`src/rtl/lss_pkg.sv`:
```
package lss_pkg;

  typedef enum logic [3:0] {
    ST_IDLE,
    ST_RST_HOLD,
    ST_RST_SETTLE,
    ST_CAP_RD,
    ST_CAP_WR,
    ST_POLL,
    ST_RXV_RD,
    ST_OVR_RD1,
    ST_OVR_WR1,
    ST_HOLD,
    ST_OVR_RD2,
    ST_OVR_WR2,
    ST_PWAIT,
    ST_UP,
    ST_FAIL
  } lss_state_e;

  localparam logic [11:0] CAP_OFS      = 12'h07C;
  localparam logic [3:0]  GEN1_CODE    = 4'h1;
  localparam logic [15:0] PHY_RXV_ADDR = 16'h100D;
  localparam logic [15:0] PHY_OVR_ADDR = 16'h1005;
  localparam logic [15:0] OVR_MASK     = 16'h0028;
  localparam logic [5:0]  LOCK_CODE    = 6'h0D;
  localparam int unsigned UP_BIT       = 4;
  localparam int unsigned TRAIN_BIT    = 29;

endpackage

```
`src/rtl/lss_timer.sv`:
```
module lss_timer #(
  parameter int unsigned TW = 8
) (
  input  logic          clk,
  input  logic          rst_n,
  input  logic          load,
  input  logic [TW-1:0] load_val,
  output logic          expired
);

  logic [TW-1:0] cnt_q, cnt_d;
  logic          cnt_en;

  always_comb begin
    cnt_en = load || (cnt_q != '0);
    cnt_d  = load ? load_val : (cnt_q - 1'b1);
  end

  always_ff @(posedge clk or negedge rst_n) begin
    if (!rst_n) cnt_q <= '0;
    else if (cnt_en) cnt_q <= cnt_d;
  end

  assign expired = (cnt_q == '0);

  a_r2_timer_steps: assert property (@(posedge clk) disable iff (!rst_n)
    (!load && cnt_q != '0) |=> (cnt_q == $past(cnt_q) - 1'b1));

endmodule

```
`src/rtl/lss_status.sv`:
```
module lss_status import lss_pkg::*; (
  input  logic        clk,
  input  logic        rst_n,
  input  logic [31:0] flag_word,
  input  logic [31:0] state_word,
  output logic        link_ok,
  output logic        in_lock
);

  logic ok_d, lock_d;
  logic unused_bits;

  always_comb begin
    ok_d   = flag_word[UP_BIT] && !flag_word[TRAIN_BIT];
    lock_d = (state_word[5:0] == LOCK_CODE);
  end

  assign unused_bits = ^{flag_word[31:30], flag_word[28:5], flag_word[3:0],
                         state_word[31:6]};

  always_ff @(posedge clk or negedge rst_n) begin
    if (!rst_n) begin
      link_ok <= 1'b0;
      in_lock <= 1'b0;
    end else begin
      link_ok <= ok_d;
      in_lock <= lock_d;
    end
  end

endmodule

```
`src/rtl/lss_ctrl.sv`:
```
module lss_ctrl import lss_pkg::*; #(
  parameter int unsigned TW        = 8,
  parameter int unsigned PCW       = 4,
  parameter int unsigned PERST_CYC = 100,
  parameter int unsigned POLL_CYC  = 10,
  parameter int unsigned HOLD_CYC  = 50,
  parameter int unsigned MAX_POLLS = 8
) (
  input  logic          clk,
  input  logic          rst_n,
  input  logic          start,
  input  logic          link_ok,
  input  logic          in_lock,
  input  logic          tmr_exp,
  output logic          tmr_load,
  output logic [TW-1:0] tmr_val,
  output logic          cfg_req,
  output logic          cfg_we,
  output logic [11:0]   cfg_addr,
  output logic [31:0]   cfg_wdata,
  input  logic [31:0]   cfg_rdata,
  input  logic          cfg_ack,
  output logic          phy_req,
  output logic          phy_we,
  output logic [15:0]   phy_addr,
  output logic [15:0]   phy_wdata,
  input  logic [15:0]   phy_rdata,
  input  logic          phy_ack,
  input  logic          phy_err,
  output logic          ep_rst_n,
  output logic          ltssm_en,
  output logic          link_up,
  output logic          fail,
  output logic          busy
);

  lss_state_e       st_q, st_d;
  logic [31:4]      cap_q;
  logic             cap_en;
  logic [15:0]      ovr_q, ovr_nx;
  logic             ovr_en;
  logic [PCW-1:0]   polls_q, polls_d;
  logic             go_wait;
  logic             unused_cfg;

  assign unused_cfg = ^cfg_rdata[3:0];

  always_comb begin
    st_d      = st_q;
    tmr_load  = 1'b0;
    tmr_val   = '0;
    cap_en    = 1'b0;
    ovr_en    = 1'b0;
    ovr_nx    = ovr_q;
    polls_d   = polls_q;
    go_wait   = 1'b0;
    cfg_req   = 1'b0;
    cfg_we    = 1'b0;
    cfg_addr  = CAP_OFS;
    cfg_wdata = '0;
    phy_req   = 1'b0;
    phy_we    = 1'b0;
    phy_addr  = '0;
    phy_wdata = '0;
    case (st_q)
      ST_RST_HOLD: if (tmr_exp) begin
        st_d     = ST_RST_SETTLE;
        tmr_load = 1'b1;
        tmr_val  = TW'(PERST_CYC);
      end
      ST_RST_SETTLE: if (tmr_exp) st_d = ST_CAP_RD;
      ST_CAP_RD: begin
        cfg_req = 1'b1;
        if (cfg_ack) begin
          cap_en = 1'b1;
          st_d   = ST_CAP_WR;
        end
      end
      ST_CAP_WR: begin
        cfg_req   = 1'b1;
        cfg_we    = 1'b1;
        cfg_wdata = {cap_q, GEN1_CODE};
        if (cfg_ack) st_d = ST_POLL;
      end
      ST_POLL: st_d = link_ok ? ST_UP : ST_RXV_RD;
      ST_RXV_RD: begin
        phy_req  = 1'b1;
        phy_addr = PHY_RXV_ADDR;
        if (phy_ack) begin
          if (!phy_rdata[0] && in_lock) st_d = ST_OVR_RD1;
          else go_wait = 1'b1;
        end else if (phy_err) go_wait = 1'b1;
      end
      ST_OVR_RD1: begin
        phy_req  = 1'b1;
        phy_addr = PHY_OVR_ADDR;
        if (phy_ack) begin
          ovr_en = 1'b1;
          ovr_nx = phy_rdata | OVR_MASK;
          st_d   = ST_OVR_WR1;
        end else if (phy_err) go_wait = 1'b1;
      end
      ST_OVR_WR1: begin
        phy_req   = 1'b1;
        phy_we    = 1'b1;
        phy_addr  = PHY_OVR_ADDR;
        phy_wdata = ovr_q;
        if (phy_ack) begin
          st_d     = ST_HOLD;
          tmr_load = 1'b1;
          tmr_val  = TW'(HOLD_CYC);
        end else if (phy_err) go_wait = 1'b1;
      end
      ST_HOLD: if (tmr_exp) st_d = ST_OVR_RD2;
      ST_OVR_RD2: begin
        phy_req  = 1'b1;
        phy_addr = PHY_OVR_ADDR;
        if (phy_ack) begin
          ovr_en = 1'b1;
          ovr_nx = phy_rdata & ~OVR_MASK;
          st_d   = ST_OVR_WR2;
        end else if (phy_err) go_wait = 1'b1;
      end
      ST_OVR_WR2: begin
        phy_req   = 1'b1;
        phy_we    = 1'b1;
        phy_addr  = PHY_OVR_ADDR;
        phy_wdata = ovr_q;
        if (phy_ack || phy_err) go_wait = 1'b1;
      end
      ST_PWAIT: if (tmr_exp) begin
        polls_d = polls_q + 1'b1;
        st_d    = (polls_q == PCW'(MAX_POLLS - 1)) ? ST_FAIL : ST_POLL;
      end
      default: st_d = st_q;
    endcase
    if (go_wait) begin
      st_d     = ST_PWAIT;
      tmr_load = 1'b1;
      tmr_val  = TW'(POLL_CYC);
    end
    if (start) begin
      st_d     = ST_RST_HOLD;
      tmr_load = 1'b1;
      tmr_val  = TW'(PERST_CYC);
      polls_d  = '0;
    end
  end

  always_ff @(posedge clk or negedge rst_n) begin
    if (!rst_n) begin
      st_q     <= ST_IDLE;
      polls_q  <= '0;
      link_up  <= 1'b0;
      fail     <= 1'b0;
      busy     <= 1'b0;
      ep_rst_n <= 1'b0;
      ltssm_en <= 1'b0;
    end else begin
      st_q     <= st_d;
      polls_q  <= polls_d;
      link_up  <= (st_d == ST_UP);
      fail     <= (st_d == ST_FAIL);
      busy     <= !(st_d inside {ST_IDLE, ST_UP, ST_FAIL});
      ep_rst_n <= !(st_d inside {ST_IDLE, ST_RST_HOLD});
      ltssm_en <= !(st_d inside {ST_IDLE, ST_RST_HOLD, ST_RST_SETTLE,
                                 ST_CAP_RD, ST_CAP_WR});
    end
  end

  always_ff @(posedge clk or negedge rst_n) begin
    if (!rst_n) cap_q <= '0;
    else if (cap_en) cap_q <= cfg_rdata[31:4];
  end

  always_ff @(posedge clk or negedge rst_n) begin
    if (!rst_n) ovr_q <= '0;
    else if (ovr_en) ovr_q <= ovr_nx;
  end

  a_r4_ltssm_after_reset: assert property (@(posedge clk) disable iff (!rst_n)
    ltssm_en |-> ep_rst_n);

  a_r4_ltssm_after_cap: assert property (@(posedge clk) disable iff (!rst_n)
    $rose(ltssm_en) |-> $past(cfg_ack && cfg_we));

  a_r5_up_needs_status: assert property (@(posedge clk) disable iff (!rst_n)
    $rose(link_up) |-> $past(link_ok));

  a_r9_fail_after_budget: assert property (@(posedge clk) disable iff (!rst_n)
    $rose(fail) |-> ($past(polls_q) == PCW'(MAX_POLLS - 1)));

endmodule

```
`src/rtl/pcie_link_sup.sv`:
```
module pcie_link_sup import lss_pkg::*; #(
  parameter int unsigned CYC_PER_US = 100,
  parameter int unsigned PERST_US   = 20000,
  parameter int unsigned POLL_US    = 10,
  parameter int unsigned HOLD_US    = 3000,
  parameter int unsigned MAX_POLLS  = 2000
) (
  input  logic        clk,
  input  logic        rst_n,
  input  logic        start,
  output logic        ep_rst_n,
  output logic        ltssm_en,
  output logic        cfg_req,
  output logic        cfg_we,
  output logic [11:0] cfg_addr,
  output logic [31:0] cfg_wdata,
  input  logic [31:0] cfg_rdata,
  input  logic        cfg_ack,
  output logic        phy_req,
  output logic        phy_we,
  output logic [15:0] phy_addr,
  output logic [15:0] phy_wdata,
  input  logic [15:0] phy_rdata,
  input  logic        phy_ack,
  input  logic        phy_err,
  input  logic [31:0] flag_dbg,
  input  logic [31:0] state_dbg,
  output logic        link_up,
  output logic        fail,
  output logic        busy
);

  localparam int unsigned PERST_CYC = CYC_PER_US * PERST_US;
  localparam int unsigned POLL_CYC  = CYC_PER_US * POLL_US;
  localparam int unsigned HOLD_CYC  = CYC_PER_US * HOLD_US;
  localparam int unsigned T_A       = (PERST_CYC > HOLD_CYC) ? PERST_CYC : HOLD_CYC;
  localparam int unsigned T_MAX     = (T_A > POLL_CYC) ? T_A : POLL_CYC;
  localparam int unsigned TW        = $clog2(T_MAX + 1);
  localparam int unsigned PCW       = $clog2(MAX_POLLS + 1);

  logic          link_ok, in_lock;
  logic          tmr_load, tmr_exp;
  logic [TW-1:0] tmr_val;

  lss_status u_status (
    .clk        (clk),
    .rst_n      (rst_n),
    .flag_word  (flag_dbg),
    .state_word (state_dbg),
    .link_ok    (link_ok),
    .in_lock    (in_lock)
  );

  lss_timer #(.TW(TW)) u_timer (
    .clk      (clk),
    .rst_n    (rst_n),
    .load     (tmr_load),
    .load_val (tmr_val),
    .expired  (tmr_exp)
  );

  lss_ctrl #(
    .TW        (TW),
    .PCW       (PCW),
    .PERST_CYC (PERST_CYC),
    .POLL_CYC  (POLL_CYC),
    .HOLD_CYC  (HOLD_CYC),
    .MAX_POLLS (MAX_POLLS)
  ) u_ctrl (
    .clk       (clk),
    .rst_n     (rst_n),
    .start     (start),
    .link_ok   (link_ok),
    .in_lock   (in_lock),
    .tmr_exp   (tmr_exp),
    .tmr_load  (tmr_load),
    .tmr_val   (tmr_val),
    .cfg_req   (cfg_req),
    .cfg_we    (cfg_we),
    .cfg_addr  (cfg_addr),
    .cfg_wdata (cfg_wdata),
    .cfg_rdata (cfg_rdata),
    .cfg_ack   (cfg_ack),
    .phy_req   (phy_req),
    .phy_we    (phy_we),
    .phy_addr  (phy_addr),
    .phy_wdata (phy_wdata),
    .phy_rdata (phy_rdata),
    .phy_ack   (phy_ack),
    .phy_err   (phy_err),
    .ep_rst_n  (ep_rst_n),
    .ltssm_en  (ltssm_en),
    .link_up   (link_up),
    .fail      (fail),
    .busy      (busy)
  );

  a_r11_phy_req_held: assert property (@(posedge clk) disable iff (!rst_n)
    (phy_req && !phy_ack && !phy_err && !start) |=>
      (phy_req && $stable(phy_addr) && $stable(phy_we) && $stable(phy_wdata)));

  a_r1_idle_quiet: assert property (@(posedge clk) disable iff (!rst_n)
    (!busy) |-> (!phy_req && !cfg_req));

endmodule

```
`config.mk`:
```
export PLATFORM = sky130hd
export DESIGN_NAME = pcie_link_sup
export DESIGN_NICKNAME = d
export VERILOG_FILES = /design/src/rtl/lss_pkg.sv /design/src/rtl/lss_timer.sv /design/src/rtl/lss_status.sv /design/src/rtl/lss_ctrl.sv /design/src/rtl/pcie_link_sup.sv
export SDC_FILE = /design/constraint.sdc
export NUM_CORES = 1
export LEC_CHECK = 0
export BUFFER_PORTS_ARGS = -buffer_cell sky130_fd_sc_hd__buf_2
export CAP_MARGIN = 20
export CORE_ASPECT_RATIO = 1.5
export CORE_MARGIN = 4
export CORE_UTILIZATION = 52
export DETAILED_ROUTE_END_ITERATION = 8
export GPL_TIMING_DRIVEN = 0
export PLACE_DENSITY = 0.9
export SYNTH_ARGS = -nofsm -noshare
export SYNTH_HDL_FRONTEND = slang
export SYNTH_SLANG_ARGS = --single-unit
```
`constraint.sdc`:
```
create_clock -name clk -period 5.3 [get_ports clk]
set_input_delay 0.265 -clock clk [delete_from_list [all_inputs] [get_ports clk]]
set_output_delay 0.265 -clock clk [all_outputs]
set_load 0.02 [all_outputs]
```
==> impl_metrics.env <==
export IMPL_p_per_area_nw_per_um2=294
export IMPL_synth_area_um2=4700
export IMPL_cap_violations=0
export IMPL_synth_top_family_by_area="simple AND/OR/NAND/NOR gates"
export IMPL_hp_class="input pin to register"
export IMPL_seq_area_frac_synth_pct=45.7
export IMPL_hold_viol=0
export IMPL_cts_resized=0
export IMPL_num_antenna_cells=0
export IMPL_cts_sinks=86
export IMPL_critPathRequiredTime_ns=5.04
export IMPL_finalWirelength_mm=11.2
export IMPL_ys_flop_type="dfrtp_1"
export IMPL_final_antenna_net_count=0
export IMPL_htreeDepth=3
export IMPL_tightest_slew_ns=0.598
export IMPL_cts_setup_buffers=0
export IMPL_synthSimpleGateAreaFrac_pct=23.2
export IMPL_irDropWorstVdd_mv=0.230
export IMPL_synthArstFlopShare_pct=100
export IMPL_rows=42
export IMPL_avgSynthCellArea_um2=10.0
export IMPL_routedWlPerCell_um=15.3
export IMPL_synth_most_common_cell="dfrtp_1"
export IMPL_arrival_ns=2.54
export IMPL_timing_final_crit_period_ns=2.81
export IMPL_die_h_um=124
export IMPL_drv_slew=0
export IMPL_drc_errors=0
export IMPL_cp_max_fo=10
export IMPL_synth_cell_types=52
export IMPL_nNetsFinal=739
export IMPL_die_area_um2=10700
export IMPL_grt_pass1_vias=4011
export IMPL_initial_core_util_pct=53.3
export IMPL_grt_pass1_wl_mm=18.6
export IMPL_rsz0062_at_grt="false"
export IMPL_finish_instance_area_um2=5810
export IMPL_status="finished, final reports clean"
export IMPL_synthAdderAreaFrac_pct=0.532
export IMPL_netlist_instances=469
export IMPL_die_x_um=85.7
export IMPL_post_dp_hpwl_mm=8.54
export IMPL_finalPower_mw=1.71
export IMPL_core_area_um2=8830
export IMPL_via_per_inst=5.31
export IMPL_synth_edff_count=0
export IMPL_finalSetupTns_ns=0
export IMPL_synth_xor_area_share_pct=5.03
export IMPL_clk_latency_ns=0.33
export IMPL_clk_pin_slew_ns=0.06
export IMPL_synth_compound_area_share_pct=7.53
export IMPL_cts_tree="built"
export IMPL_cp_start_kind="register"
export IMPL_drt_initial_drc_count=198
export IMPL_place_gp_congestion=0.909
export IMPL_synthTopCellsByArea="dfrtp_1, mux2_2, and2_1"
export IMPL_drive_above_1_share_pct=35.3
export IMPL_end_kind="output port"
export IMPL_post_route_period_util_pct=53.0
export IMPL_via_count=3890
export IMPL_fin_worst_skew_ns=0.00364
export IMPL_clock_root_buffer="clkbuf_16"
export IMPL_p_leak_nw=3.03
export IMPL_dpl_cell_area_um2=5530
export IMPL_antenna_found_initial=0
export IMPL_path_class="register to output port"
export IMPL_cts_hold_fix_buffers=1
export IMPL_timing_fmax_ghz=0.356
export IMPL_grt_start_max_net_pins=48
export IMPL_io_pin_count=203
export IMPL_grt_use_total_pct=21.5
export IMPL_muxShareOfSynthArea_pct=10.5
export IMPL_synth_top_area_share_pct=45.7
export IMPL_syn_to_final_growth_pct=23.6
export IMPL_setup_viol=0
export IMPL_relSlewSlack_pct=60.0
export IMPL_drt_pre_antenna_iters=5
export IMPL_ys_ff_latch=86
export IMPL_ys_warn_count=0
export IMPL_port_buffers=112
export IMPL_grt_ovfl_total=0
export IMPL_yosys_area_top_type="dfrtp_1"
export IMPL_cts_buffers=9
export IMPL_yosys_top_cells_count="dfrtp_1, and2_1, nor2_1, mux2_2, buf_4"
export IMPL_clockBufferDepth=2
cell type report:
| type | count | area, um^2 |
|---|---|---|
| fill | 674 | 3020 |
| multi-input combinational | 350 | 2300 |
| sequential | 86 | 2150 |
| timing repair buffer | 114 | 601 |
| buffer | 53 | 327 |
| clock buffer | 12 | 256 |
| tap | 110 | 138 |
| clock inverter | 3 | 20.0 |
| inverter | 5 | 18.8 |
kinds of logic after synthesis:
family / Yosys count
multiplexers: 44
other: 2
XOR/XNOR: 27
adder cells (fa/ha/maj): 2
AND/OR/NAND/NOR: 194
flip-flops: 86
buffers and inverters: 58
AO/OA/AOI/OAI: 56
through the flow:
stage / hold slack, ns / std cells / setup slack (ns) / util, %
after floorplan: -0.0306 / 494 / 3.14 / -
after global placement: 0.420 / 716 / 2.78 / 62.3
after detailed placement: 0.285 / 717 / 2.71 / 62.6
after CTS: 0.0719 / 733 / 2.48 / 65.8
after global routing: 0.0720 / 733 / 2.33 / 65.8
final: 0.0818 / 733 / 2.49 / 65.8
metal layers:
metal	global-route usage (%)	routed length (um)	up-vias
li1	-	-	1856
met1	23.0	4030	1865
met2	39.7	6250	150
met3	5.49	760	19
met4	7.74	204	0
met5	0	0	-
flip-flops by register name (all words and copies together) (netlist names):
signal / count
u_ctrl.busy: 1
u_ctrl.cap_q: 28
u_ctrl.ep_rst_n: 1
u_ctrl.fail: 1
u_ctrl.link_up: 1
u_ctrl.ltssm_en: 1
u_ctrl.ovr_q: 15
u_ctrl.polls_q: 11
u_ctrl.st_q: 4
u_status.in_lock: 1
u_status.link_ok: 1
u_timer.cnt_q: 21
power breakdown:
part	total, mW	switching (mW)	internal [mW]
logic	0.307	0.157	0.151
registers	0.823	0.0641	0.759
clock network	0.581	0.241	0.340
cell usage in the layout, fill, tap and decap left out, types with 8 or more instances in the layout:
cell and n:
a21oi_1 21, and2_1 45, and3_1 8, buf_2 120, buf_4 32, clkbuf_1 12, clkbuf_16 9, conb_1 27
dfrtp_1 86, mux2_2 42, nand2_1 22, nand2b_1 10, nand3_1 12, nor2_1 45, nor2b_1 8, nor3_1 14
o21ai_0 10, or3_1 8, xnor2_1 13, xor2_1 14
final timing paths:
kind	startpoint	to	slack (ns)	cells after the start
max reg2reg	u_timer.cnt_q[0]$_DFFE_PN0P_	u_ctrl.ep_rst_n$_DFF_PN0_	2.55	9
min reg2reg	u_ctrl.ovr_q[15]$_DFFE_PN0P_	u_ctrl.ovr_q[15]$_DFFE_PN0P_	0.50	1
min	state_dbg[4]	u_status.in_lock$_DFF_PN0_	0.08	2
max in group asynchronous	rst_n	u_ctrl.ovr_q[8]$_DFFE_PN0P_	4.23	3
min in group asynchronous	rst_n	u_timer.cnt_q[19]$_DFFE_PN0P_	0.46	2
max	u_ctrl.st_q[3]$_DFF_PN0_	cfg_wdata[13]	2.49	7
critical path, stage by stage (launching register included):
cell      delay [ns]
dfrtp_1         0.40
buf_2           0.19
clkbuf_1        0.24
nor3_1          0.36
clkbuf_1        0.32
clkbuf_1        0.32
and2_1          0.20
buf_2           0.18
Power figures use the tool's default switching activity.
